**config.mk**
```make
export PLATFORM = sky130hd
export DESIGN_NAME = burst_framer
export DESIGN_NICKNAME = d
export VERILOG_FILES = /design/src/rtl/bframe_pkg.sv /design/src/rtl/bframe_scrambler.sv /design/src/rtl/bframe_preamble.sv /design/src/rtl/bframe_delay.sv /design/src/rtl/burst_framer.sv
export SDC_FILE = /design/constraint.sdc
export NUM_CORES = 1
export LEC_CHECK = 0
export ABC_AREA = 1
export BUFFER_PORTS_ARGS = -buffer_cell sky130_fd_sc_hd__buf_2
export CAP_MARGIN = 10
export CORE_ASPECT_RATIO = 1.4
export CORE_MARGIN = 2
export CORE_UTILIZATION = 50
export DETAILED_ROUTE_END_ITERATION = 12
export GPL_TIMING_DRIVEN = 0
export PLACE_DENSITY_LB_ADDON = 0.12
export SYNTH_ARGS = -nofsm -noshare
export SYNTH_HDL_FRONTEND = slang
export SYNTH_SLANG_ARGS = --single-unit
```
**constraint.sdc**
```tcl
create_clock -name clk -period 4.1 [get_ports clk]
set_input_delay 0.82 -clock clk [delete_from_list [all_inputs] [get_ports clk]]
set_output_delay 0.82 -clock clk [all_outputs]
set_load 0.05 [all_outputs]
```
**src/rtl/bframe_pkg.sv**
```systemverilog
package bframe_pkg;
    typedef enum logic [1:0] {
        ST_IDLE  = 2'd0,
        ST_PRE   = 2'd1,
        ST_PAY   = 2'd2,
        ST_DRAIN = 2'd3
    } fr_state_t;

    localparam logic [1:0] SCR_M6  = 2'b00;
    localparam logic [1:0] SCR_M15 = 2'b01;
    localparam int LFSR_W = 15;
endpackage

```
**src/rtl/bframe_scrambler.sv**
```systemverilog
module bframe_scrambler
    import bframe_pkg::*;
(
    input  logic              clk,
    input  logic              rst_n,
    input  logic              load_i,
    input  logic              step_i,
    input  logic [1:0]        mode_i,
    input  logic [LFSR_W-1:0] seed_i,
    output logic              prbs_o,
    output logic [LFSR_W-1:0] state_o
);
    logic [LFSR_W-1:0] st_q;
    logic [LFSR_W-1:0] cur;
    logic [LFSR_W-1:0] nxt;
    logic              fb;

    // current state is the seed on the load strobe so the first bit can use it
    always_comb begin
        cur = load_i ? seed_i : st_q;
        unique case (mode_i)
            SCR_M6: begin
                fb  = cur[5] ^ cur[4];
                nxt = {{(LFSR_W-6){1'b0}}, cur[4:0], fb};
            end
            SCR_M15: begin
                fb  = cur[14] ^ cur[13];
                nxt = {cur[13:0], fb};
            end
            default: begin
                fb  = 1'b0;
                nxt = cur;
            end
        endcase
    end

    always_ff @(posedge clk) begin
        if (!rst_n) begin
            st_q <= '0;
        end else if (load_i || step_i) begin
            st_q <= step_i ? nxt : cur;
        end
    end

    assign prbs_o  = fb;
    assign state_o = st_q;
endmodule

```
**src/rtl/bframe_preamble.sv**
```systemverilog
module bframe_preamble #(
    parameter int W = 96
) (
    input  logic         clk,
    input  logic         rst_n,
    input  logic         load_i,
    input  logic         shift_i,
    input  logic [W-1:0] data_i,
    output logic         bit_o
);
    logic [W-1:0] sr_q;
    logic [W-1:0] cur;

    assign cur   = load_i ? data_i : sr_q;
    assign bit_o = cur[W-1];

    // reset clears the held preamble content
    always_ff @(posedge clk) begin
        if (!rst_n) begin
            sr_q <= '0;
        end else if (load_i || shift_i) begin
            sr_q <= shift_i ? {cur[W-2:0], 1'b0} : cur;
        end
    end
endmodule

```
**src/rtl/bframe_delay.sv**
```systemverilog
module bframe_delay #(
    parameter int DEPTH = 96,
    parameter int LEN_W = 7
) (
    input  logic             clk,
    input  logic             rst_n,
    input  logic             shift_i,
    input  logic             din_i,
    input  logic [LEN_W-1:0] len_i,
    output logic             dout_o
);
    logic [DEPTH-1:0] dl_q;
    logic [LEN_W-1:0] idx;

    assign idx    = len_i - 1'b1;
    assign dout_o = (len_i == '0) ? din_i : dl_q[idx];

    always_ff @(posedge clk) begin
        if (!rst_n) begin
            dl_q <= '0;
        end else if (shift_i) begin
            dl_q <= {dl_q[DEPTH-2:0], din_i};
        end
    end
endmodule

```
**src/rtl/burst_framer.sv**
```systemverilog
module burst_framer
    import bframe_pkg::*;
#(
    parameter int PRE_MAX = 96,
    parameter int LEN_W   = $clog2(PRE_MAX + 1)
) (
    input  logic               clk,
    input  logic               rst_n,
    input  logic               bit_stb,
    input  logic               tx_en,
    input  logic               pay_bit,
    input  logic [LEN_W-1:0]   cfg_pre_len,
    input  logic [PRE_MAX-1:0] cfg_pre_data,
    input  logic [1:0]         cfg_scr_mode,
    input  logic [7:0]         cfg_seed_lo,
    input  logic [6:0]         cfg_seed_hi,
    output logic               out_valid,
    output logic               out_bit,
    output logic               out_is_pre
);
    localparam logic [LEN_W-1:0] PRE_MAX_L = LEN_W'(PRE_MAX);
    localparam logic [LEN_W-1:0] ONE_L     = LEN_W'(1);

    fr_state_t         state_q, state_d;
    logic [LEN_W-1:0]  len_q, left_q, drain_q;
    logic [1:0]        mode_q;

    logic [LEN_W-1:0]  len_in, burst_len, cur_left;
    logic [1:0]        cur_mode;
    logic [LFSR_W-1:0] seed_vec, scr_state;
    logic              start, active, live, emit, emit_pre, emit_pay;
    logic              dly_din, dly_bit, pre_bit, prbs;

    always_comb begin
        len_in    = (cfg_pre_len > PRE_MAX_L) ? PRE_MAX_L : cfg_pre_len;
        start     = bit_stb && tx_en && (state_q == ST_IDLE);
        active    = bit_stb && ((state_q != ST_IDLE) || tx_en);
        live      = (state_q == ST_PRE) || (state_q == ST_PAY);
        burst_len = start ? len_in : len_q;
        cur_left  = start ? len_in : left_q;
        cur_mode  = start ? cfg_scr_mode : mode_q;
        seed_vec  = (cfg_scr_mode == SCR_M6) ? {{(LFSR_W-6){1'b0}}, cfg_seed_hi[6:1]}
                                             : {cfg_seed_hi, cfg_seed_lo};
        emit      = active && !(live && !tx_en && (len_q == '0));
        emit_pre  = emit && (cur_left != '0);
        emit_pay  = emit && (cur_left == '0);
        dly_din   = (tx_en && (state_q != ST_DRAIN)) ? pay_bit : 1'b0;
    end

    bframe_preamble #(.W(PRE_MAX)) u_pre (
        .clk     (clk),
        .rst_n   (rst_n),
        .load_i  (start),
        .shift_i (emit_pre),
        .data_i  (cfg_pre_data),
        .bit_o   (pre_bit)
    );

    bframe_scrambler u_scr (
        .clk     (clk),
        .rst_n   (rst_n),
        .load_i  (start),
        .step_i  (emit_pay),
        .mode_i  (cur_mode),
        .seed_i  (seed_vec),
        .prbs_o  (prbs),
        .state_o (scr_state)
    );

    bframe_delay #(.DEPTH(PRE_MAX), .LEN_W(LEN_W)) u_dly (
        .clk     (clk),
        .rst_n   (rst_n),
        .shift_i (active),
        .din_i   (dly_din),
        .len_i   (burst_len),
        .dout_o  (dly_bit)
    );

    // next-state logic
    always_comb begin
        state_d = state_q;
        unique case (state_q)
            ST_IDLE: begin
                if (start) state_d = (len_in > ONE_L) ? ST_PRE : ST_PAY;
            end
            ST_PRE: begin
                if (bit_stb) begin
                    if (!tx_en)                state_d = (len_q > ONE_L) ? ST_DRAIN : ST_IDLE;
                    else if (left_q == ONE_L)  state_d = ST_PAY;
                end
            end
            ST_PAY: begin
                if (bit_stb && !tx_en)         state_d = (len_q > ONE_L) ? ST_DRAIN : ST_IDLE;
            end
            ST_DRAIN: begin
                if (bit_stb && drain_q == ONE_L) state_d = ST_IDLE;
            end
        endcase
    end

    // state register and burst counters
    always_ff @(posedge clk) begin
        if (!rst_n) begin
            state_q <= ST_IDLE;
            len_q   <= '0;
            left_q  <= '0;
            drain_q <= '0;
            mode_q  <= '0;
        end else begin
            state_q <= state_d;
            if (start) begin
                len_q  <= len_in;
                mode_q <= cfg_scr_mode;
            end
            if (emit_pre)   left_q <= cur_left - 1'b1;
            else if (start) left_q <= cur_left;
            if (bit_stb && live && !tx_en)         drain_q <= len_q - 1'b1;
            else if (bit_stb && state_q == ST_DRAIN) drain_q <= drain_q - 1'b1;
        end
    end

    // output register
    always_ff @(posedge clk) begin
        if (!rst_n) begin
            out_valid  <= 1'b0;
            out_bit    <= 1'b0;
            out_is_pre <= 1'b0;
        end else begin
            out_valid  <= emit;
            out_is_pre <= emit_pre;
            out_bit    <= emit ? (emit_pre ? pre_bit : (dly_bit ^ prbs)) : 1'b0;
        end
    end
endmodule

```
==> impl_metrics.env, run 1 <==
export IMPL_status="finished, final reports clean"
export IMPL_worstPathArrival_ns=3.74
export IMPL_antenna_found_initial=0
export IMPL_finalHoldViolations=0
export IMPL_ctsHoldBuffers=0
export IMPL_timing_final_ws_setup_ns=0.751
export IMPL_grt_max_degree=14
export IMPL_reg2reg_slack_ns=0.75
export IMPL_dp_hpwl_mm=24.9
export IMPL_start_util_pct=50.6
export IMPL_criticalPathCategory="register to register"
export IMPL_via_per_inst=5.18
export IMPL_gp_congestion=0.927
export IMPL_syn_instance_count=1756
export IMPL_rows=66
export IMPL_fmax_mhz=299
export IMPL_io_pins=128
export IMPL_rsz0062_at_grt="false"
export IMPL_final_max_slew_violation_count=0
export IMPL_worstPathRequired_ns=4.50
export IMPL_period_needed_ns=3.35
export IMPL_yosys_top_cells_area="dfxtp_1 (40%), nand2_1 (15%), o21ai_0 (8.8%), nor2_1 (7.0%), a21oi_1 (5.9%)"
export IMPL_synth_nets=1891
export IMPL_synth_most_common_cell="nand2_1"
export IMPL_drtPass1Iterations=5
export IMPL_power_mw=8.97
export IMPL_setup_tns_ns=0
export IMPL_yosysSeqAreaShare_pct=40.2
export IMPL_tightest_slew_ns=0.823
export IMPL_post_route_util_pct=58.5
export IMPL_leakagePower_nw=6.30
export IMPL_peakVddDrop_v=0.000467
export IMPL_grt_first_pass_wirelength_mm=53.6
export IMPL_clk_pin_slew_ns=0.06
export IMPL_cts_tree="done"
export IMPL_design_area_um2=13500
export IMPL_cts_buffers=24
export IMPL_die_h_um=185
export IMPL_skew_ns=0.00937
export IMPL_drc=0
export IMPL_timing_slew_headroom_pct=45.2
export IMPL_synth_edf_count=0
export IMPL_cts_resized=0
export IMPL_core_area_um2=23100
export IMPL_place_ws_ns=0.385
export IMPL_holdCritPathClass="register to register"
export IMPL_ant_nets=0
export IMPL_start_kind="register"
export IMPL_antenna_cells=0
export IMPL_period_share_pct=81.7
export IMPL_syn_area_um2=11700
export IMPL_async_flop_share_pct=0
export IMPL_clock_root_buffer="clkbuf_16"
export IMPL_path_max_fanout=10
export IMPL_num_vias=11600
export IMPL_drv_cap=0
export IMPL_clock_latency_ns=0.52
export IMPL_yosys_cell_types_count=49
export IMPL_finalWirelength_mm=33.7
export IMPL_power_density_nw_per_um2=663
export IMPL_drt_initial_drc_count=604
export IMPL_worst_setup_path_end_kind="register"
export IMPL_place_area_um2=12700
export IMPL_io_buffer_count=127
export IMPL_synth_area_per_cell_um2=6.66
export IMPL_grt_overflow=0
export IMPL_die_w_um=133
export IMPL_track_usage_pct=26.8
export IMPL_nets=2044
export IMPL_yosys_most_used_dff="dfxtp_1"
export IMPL_htreeDepth=1
export IMPL_yosys_warnings=0
export IMPL_synth_commonest_cells="nand2_1 (453), dfxtp_1 (235), nor2_1 (219), o21ai_0 (205), inv_1 (181)"
export IMPL_grt_pass1_vias=11000
export IMPL_post_cts_setup_buffers=0
export IMPL_layout_drive_gt1_share_pct=12.8
export IMPL_wl_per_cell_um=15.1
export IMPL_synth_top_cell_area_share_pct=40.2
export IMPL_area_growth_pct=15.7
export IMPL_clock_path_buffers=3
export IMPL_die_area_um2=24600
export IMPL_yosys_area_top_type="dfxtp_1"
export IMPL_cts_sinks=235
export IMPL_ys_seq_elements=235
export IMPL_setup_viol=0
## final timing paths
| path | endpoint | cells after the start | startpoint |
|---|---|---|---|
| min reg2reg | u_dly.dl_q[89] | 2 | u_dly.dl_q[89] |
| min | u_dly.dl_q[89] | 2 | u_dly.dl_q[89] |
| max | u_pre.sr_q[85] | 18 | state_q[0] |
| max reg2reg | u_pre.sr_q[85] | 18 | state_q[0] |
## layer usage
| metal | vias to the layer above | global-route usage, % | share of wire (%) |
|---|---|---|---|
| li1 | 5923 | - | - |
| met2 | 308 | 51.6 | 51 |
| met5 | - | 0 | 0 |
| met3 | 92 | 2.98 | 4.9 |
| met4 | 0 | 12.9 | 4.4 |
| met1 | 5232 | 29.1 | 39 |
## area by class of cell
cell class	instances	area, µm²
buffer	107	507
timing repair buffer	127	636
multi-input combinational	1224	5770
tap	306	383
sequential	235	4700
clock buffer	38	734
fill	2321	9600
inverter	190	713
clock inverter	5	77.6
## cells by family (layout without fill, tap and decap cells)
group / Yosys count / after routing / synth area share [%]
buffers and inverters: 297 / 467 / 10.4
AOI/OAI and AO/OA: 420 / 420 / 19.7
and+or+nand+nor: 785 / 785 / 27.9
xor gates and xnor gates: 9 / 9 / 0.674
DFF: 235 / 235 / 40.2
adders and majority gates: 10 / 10 / 1.07
## worst max-delay path, stage by stage, from the launching register on
cell     delay, ns
dfxtp_1       0.36
inv_1         0.10
ha_1          0.26
nand2_4       0.18
nor2_4        0.06
nand2_4       0.13
buf_2         0.29
o21ai_0       0.17
inv_1         0.13
ha_1          0.24
nand3_1       0.10
nor2_1        0.16
nand2_1       0.12
inv_2         0.09
nor2_4        0.05
inv_2         0.16
buf_2         0.26
buf_2         0.27
a21oi_1       0.09
## sequential cells by signal, indices dropped and copies added, names as in the netlist, 2 cells and up
name,cells
mode_q,2
u_pre.sr_q,96
drain_q,7
left_q,7
len_q,7
u_scr.state_o,15
u_dly.dl_q,96
state_q,2
## cell usage in the layout, fill, tap and decap left out, types with 2 or more instances in the layout
cell       instances
nand2_1          453
dfxtp_1          235
nor2_1           219
o21ai_0          205
inv_1            181
buf_2            148
a21oi_1          137
clkbuf_1          68
nand3_1           58
a211oi_1          42
clkbuf_16         25
buf_1             10
nand2_2           10
o22ai_1           10
ha_1              10
buf_4              9
nand2_4            9
inv_2              8
nor3_1             8
o21ai_1            7
nand3b_1           7
buf_6              6
clkbuf_8           6
nand4_1            5
xnor2_1            5
o211ai_1           4
xor2_1             4
nor2_4             3
nor2_2             3
or2_2              3
a21oi_2            2
o211a_1            2
clkinv_2           2
bufinv_16          2
## metrics by stage
| step | hold slack [ns] | cells |
|---|---|---|
| 6_report | 0.467 | 2232 |
| 5_1_grt | 0.485 | 2232 |
| 4_1_cts | 0.468 | 2232 |
| 3_5_place_dp | 0.458 | 2189 |
| 3_3_place_gp | 0.454 | 2189 |
| 2_1_floorplan | 0.441 | 1756 |
## power by group
group / internal [mW] / leakage [nW] / switching [mW]
registers: 2.97 / 1.94 / 0.235
logic: 1.19 / 3.96 / 2.32
clock network: 1.35 / 0.396 / 0.907
total: 5.51 / 6.30 / 3.46
Note: power is estimated with default switching activity, not from simulation.
==> run 2: changes to the inputs <==
- clock period: 4.1 -> 2.7 ns (I/O delays scaled with it)
==> impl_metrics.env, run 2 (same netlist as run 1, synthesis figures left out) <==
export IMPL_drc=0
export IMPL_area_growth_pct=19.5
export IMPL_reg2reg_slack_ns=0.08
export IMPL_grt_overflow=0
export IMPL_antenna_cells=0
export IMPL_skew_ns=0.00842
export IMPL_crit_slowest_cell="dfxtp_4"
export IMPL_core_area_um2=23100
export IMPL_mostFrequentLayoutCell="nand2_1"
export IMPL_drtPass1Iterations=5
export IMPL_layout_drive_gt1_share_pct=15.3
export IMPL_cts_tree="done"
export IMPL_finalWirelength_mm=34.1
export IMPL_fmax_mhz=382
export IMPL_post_route_util_pct=60.4
export IMPL_final_cell_mix="nand2_1 (451), dfxtp_1 (233), nor2_1 (215)"
export IMPL_tightest_slew_ns=0.793
export IMPL_antenna_found_initial=0
export IMPL_die_w_um=133
export IMPL_dp_hpwl_mm=24.9
export IMPL_setup_tns_ns=0
export IMPL_drv_cap=0
export IMPL_worst_setup_path_end_kind="register"
export IMPL_critical_path_max_stage_delay_ns=0.36
export IMPL_clock_path_buffers=3
export IMPL_via_per_inst=5.21
export IMPL_path_buf_inv=5
export IMPL_io_buffer_count=127
export IMPL_io_pins=128
export IMPL_holdCritPathClass="primary input to register"
export IMPL_num_vias=11700
export IMPL_clock_root_buffer="clkbuf_16"
export IMPL_power_density_nw_per_um2=1010
export IMPL_gp_congestion=0.927
export IMPL_grt_pass1_vias=11000
export IMPL_clk_pin_slew_ns=0.06
export IMPL_die_h_um=185
export IMPL_rows=66
export IMPL_nets=2065
export IMPL_cts_sinks=235
export IMPL_period_needed_ns=2.62
export IMPL_clock_latency_ns=0.52
export IMPL_leakagePower_nw=6.48
export IMPL_path_max_fanout=10
export IMPL_ctsHoldBuffers=0
export IMPL_grt_first_pass_wirelength_mm=53.8
export IMPL_start_util_pct=50.6
export IMPL_track_usage_pct=26.9
export IMPL_ant_nets=0
export IMPL_finalHoldViolations=0
export IMPL_htreeDepth=1
export IMPL_peakVddDrop_v=0.000748
export IMPL_period_share_pct=96.9
export IMPL_criticalPathCategory="register to register"
export IMPL_power_mw=14.1
export IMPL_crit_family="simple AND/OR/NAND/NOR gates"
export IMPL_drt_initial_drc_count=635
export IMPL_path_cells="inv_4, ha_4, nand2_8, nor2_4, nand2_4, buf_8, o21ai_2, inv_2, ha_4, nand3_1, nor2_2, nand2_2, inv_2, nor2_4, inv_4, nor2_2, nand4_1, xor2_1, nor2_1"
export IMPL_rsz0062_at_grt="true"
export IMPL_setup_viol=0
export IMPL_wl_per_cell_um=15.2
export IMPL_die_area_um2=24600
export IMPL_start_kind="register"
export IMPL_timing_slew_headroom_pct=47.1
export IMPL_worstPathRequired_ns=3.09
export IMPL_status="finished, final reports clean"
export IMPL_grt_max_degree=14
export IMPL_worstPathArrival_ns=3.01
export IMPL_cts_buffers=24
export IMPL_final_max_slew_violation_count=0
run 2: cell types whose count changed in the layout (fill, tap and decap cells not counted), moves of 4 or more:
cell / previous run / this run
a211oi_1: 42 / 38
a211oi_2: 0 / 4
buf_2: 148 / 133
buf_4: 9 / 25
buf_6: 6 / 12
buf_8: 0 / 6
clkbuf_1: 68 / 63
clkbuf_2: 0 / 5
clkbuf_4: 0 / 4
inv_1: 181 / 176
nand3_1: 58 / 54
nand3_2: 1 / 5
nor2_1: 219 / 215
run 2: worst paths after layout:
kind	startpoint	endpoint	depth (start not counted)
hold / removal	cfg_pre_data[0]	u_pre.sr_q[1]	3
hold reg to reg	u_dly.dl_q[89]	u_dly.dl_q[89]	2
setup reg to reg	state_q[1]	left_q[5]	19
setup / recovery	state_q[1]	left_q[5]	19
run 2: per-layer routing:
| layer | vias up | wire, µm | GRT usage (%) |
|---|---|---|---|
| li1 | 5968 | - | - |
| met1 | 5339 | 13300 | 29.2 |
| met2 | 340 | 17600 | 51.5 |
| met3 | 92 | 1690 | 3.01 |
| met4 | 0 | 1550 | 13.3 |
| met5 | - | 0 | 0 |
run 2: area by class of cell:
| cell class | count | area (µm²) |
|---|---|---|
| tap | 306 | 383 |
| clock inverter | 5 | 77.6 |
| fill | 2270 | 9150 |
| multi-input combinational | 1225 | 5900 |
| buffer | 107 | 639 |
| timing repair buffer | 147 | 802 |
| clock buffer | 38 | 734 |
| inverter | 190 | 722 |
| sequential | 235 | 4710 |
run 2: where the power goes:
part	switching, mW	total (mW)	internal [mW]
Clock	1.38	3.43	2.05
Combinational	3.69	5.79	2.11
Sequential	0.363	4.88	4.52
Total	5.44	14.1	8.67
run 2: tightest hold or removal path, cell delays in order:
cell and delay [ns]:
buf_2 0.09, o2111ai_1 0.12, o21ai_0 0.09
run 2: stage by stage:
step / std cells / setup WS [ns] / hold slack (ns) / area [µm²]
floorplan: 1756 / 0.0766 / 0.441 / 11700
global placement: 2189 / -0.718 / 0.454 / 12700
detailed placement: 2189 / -0.735 / 0.458 / 12700
CTS: 2237 / 0.00549 / 0.334 / 13700
global route: 2253 / -0.0383 / 0.357 / 14000
finish: 2253 / 0.0830 / 0.363 / 14000
run 2: timing repair:
action                                  in CTS  in global routing
setup buffers                                5                 15
endpoints found under the setup margin     161                119
resized for setup                           40                 45
endpoints found under the hold margin        0                  0
pin swaps                                    2                 13
gates cloned                                 0                  1
==> run 3: changes to the inputs <==
- CTS_BUF_LIST: unset -> sky130_fd_sc_hd__clkbuf_8
- PLACE_DENSITY: unset -> 0.72
- PLACE_DENSITY_LB_ADDON: 0.12 -> unset
==> impl_metrics.env, run 3 (same netlist as run 1, synthesis figures left out) <==
export IMPL_layout_drive_gt1_share_pct=17.3
export IMPL_timing_slew_headroom_pct=41.0
export IMPL_die_h_um=185
export IMPL_mostFrequentLayoutCell="nand2_1"
export IMPL_worst_setup_path_end_kind="register"
export IMPL_power_density_nw_per_um2=996
export IMPL_cts_sinks=235
export IMPL_clock_path_buffers=3
export IMPL_peakVddDrop_v=0.000514
export IMPL_dp_hpwl_mm=24.6
export IMPL_fmax_mhz=362
export IMPL_clk_pin_slew_ns=0.07
export IMPL_design_area_um2=14100
export IMPL_num_vias=12100
export IMPL_path_max_fanout=8
export IMPL_start_util_pct=50.6
export IMPL_nets=2096
export IMPL_io_buffer_count=127
export IMPL_intPower_mw=8.43
export IMPL_ant_nets=0
export IMPL_htreeDepth=2
export IMPL_gp_congestion=0.890
export IMPL_antenna_cells=0
export IMPL_drv_cap=0
export IMPL_finalWirelength_mm=35.1
export IMPL_die_w_um=133
export IMPL_timing_final_ws_setup_ns=-0.0634
export IMPL_die_area_um2=24600
export IMPL_period_needed_ns=2.76
export IMPL_rsz0062_at_grt="true"
export IMPL_cts_tree="done"
export IMPL_worstPathRequired_ns=3.14
export IMPL_p_sw_mw=5.63
export IMPL_start_kind="register"
export IMPL_grt_first_pass_wirelength_mm=55.0
export IMPL_post_route_util_pct=61.1
export IMPL_criticalPathCategory="register to register"
export IMPL_grt_overflow=0
export IMPL_rows=66
export IMPL_tightest_slew_ns=0.863
export IMPL_path_cells="inv_2, ha_4, nand2_4, buf_4, nor2_1, nand2_2, nand2_4, clkinvlp_4, nand2_2, nand2_4, nand4_1, nand3_1, nand3_1, nand2_1, nand2_1, nand3_2, nand3_1, nand3_1, nand2_1, inv_1"
export IMPL_critical_path_max_stage_delay_ns=0.34
export IMPL_antenna_found_initial=0
export IMPL_wl_per_cell_um=15.3
export IMPL_netSwitchingFraction_pct=40.1
export IMPL_area_growth_pct=20.8
export IMPL_place_area_um2=12700
export IMPL_clock_latency_ns=0.54
export IMPL_finalHoldViolations=0
export IMPL_violations="negative setup slack"
export IMPL_via_per_inst=5.28
export IMPL_drt_initial_drc_count=733
export IMPL_path_common_cell="nand3_1"
export IMPL_period_share_pct=102
export IMPL_pwr_share_clk_pct=21.4
export IMPL_leakagePower_nw=6.62
export IMPL_io_pins=128
export IMPL_place_ws_ns=-0.751
export IMPL_skew_ns=0.0177
export IMPL_track_usage_pct=27.4
export IMPL_seq_power_share_pct=34.8
export IMPL_cts_buffers=39
export IMPL_holdCritPathClass="primary input to register"
export IMPL_core_area_um2=23100
export IMPL_final_max_slew_violation_count=0
export IMPL_drc=0
export IMPL_pwr_share_comb_pct=43.7
export IMPL_ctsHoldBuffers=0
export IMPL_clock_root_buffer="clkbuf_8"
export IMPL_final_cell_mix="nand2_1 (446), dfxtp_1 (233), nor2_1 (214)"
export IMPL_status="complete, but fails checks"
export IMPL_setup_viol=12
export IMPL_drtPass1Iterations=7
export IMPL_grt_max_degree=11
export IMPL_worstPathArrival_ns=3.21
export IMPL_grt_pass1_vias=11600
export IMPL_crit_slowest_cell="dfxtp_2"
run 3: changes by cell type in the layout (fill, tap and decap cells not counted), sizes merged:
cell | previous run | this run
bufinv | 2 | 0
clkinv | 3 | 4
clkbuf | 103 | 109
buf | 189 | 209
inv | 188 | 199
clkinvlp | 2 | 3
run 3: worst max-delay path, delay by kind of cell, from the launching register on:
family	cells	cell delay, ns
simple gates	15	1.56
fa+ha+maj	1	0.18
buf+inv	4	0.57
flops	1	0.34
run 3: power by group through the flow:
| stage | registers (mW) | clock network, mW | logic, mW |
|---|---|---|---|
| after global routing | 4.99 | 3.21 | 6.88 |
| after floorplan | 4.89 | 0 | 3.95 |
| after CTS | 4.88 | 3.05 | 5.41 |
| final | 4.90 | 3.01 | 6.15 |
| after detailed placement | 4.95 | 0 | 5.24 |
| after global placement | 4.91 | 0 | 5.15 |
run 3: metal layers:
layer | track usage [%] | vias to the layer above | share of wire, %
met5 | 0 | - | 0
met4 | 16.2 | 0 | 6.1
met3 | 4.35 | 147 | 5.8
met2 | 51.6 | 401 | 51
met1 | 28.6 | 5515 | 38
li1 | - | 6035 | -
run 3: final timing paths:
kind,start,endpoint,slack [ns],cells past startpoint
hold reg to reg,u_dly.dl_q[88],u_dly.dl_q[88],0.47,2
hold / removal,cfg_pre_data[0],u_pre.sr_q[1],0.32,3
setup / recovery,state_q[0],out_bit,-0.06,20
setup reg to reg,state_q[0],out_bit,-0.06,20
run 3: area by class of cell:
| cell class | count | area (µm²) |
|---|---|---|
| fillers | 2170 | 9000 |
| multi-input cells | 1225 | 5990 |
| flip-flops and latches | 235 | 4710 |
| repair buffers | 163 | 943 |
| inverters | 190 | 733 |
| clock buffers | 48 | 661 |
| plain buffers | 107 | 639 |
| well taps | 306 | 383 |
| clock inverters | 16 | 66.3 |
run 3: metrics by stage:
| stage | hold WS (ns) | TNS (ns) | total power [mW] | instances |
|---|---|---|---|---|
| 2_1_floorplan | 0.441 | 0 | 8.84 | 1756 |
| 3_5_place_dp | 0.461 | -70.91 | 10.2 | 2189 |
| 6_report | 0.320 | -0.174 | 14.1 | 2290 |
| 4_1_cts | 0.314 | 0 | 13.3 | 2262 |
| 3_3_place_gp | 0.452 | -63.65 | 10.1 | 2189 |
| 5_1_grt | 0.322 | -8.01 | 15.1 | 2290 |
run 3: timing repair:
item | 4_1_cts | 5_1_grt
gates cloned | 0 | 2
setup buffers | 9 | 26
setup endpoints to repair | 158 | 193
gates resized for setup | 31 | 100
pin swaps | 6 | 20
endpoints found under the hold margin | 0 | 0
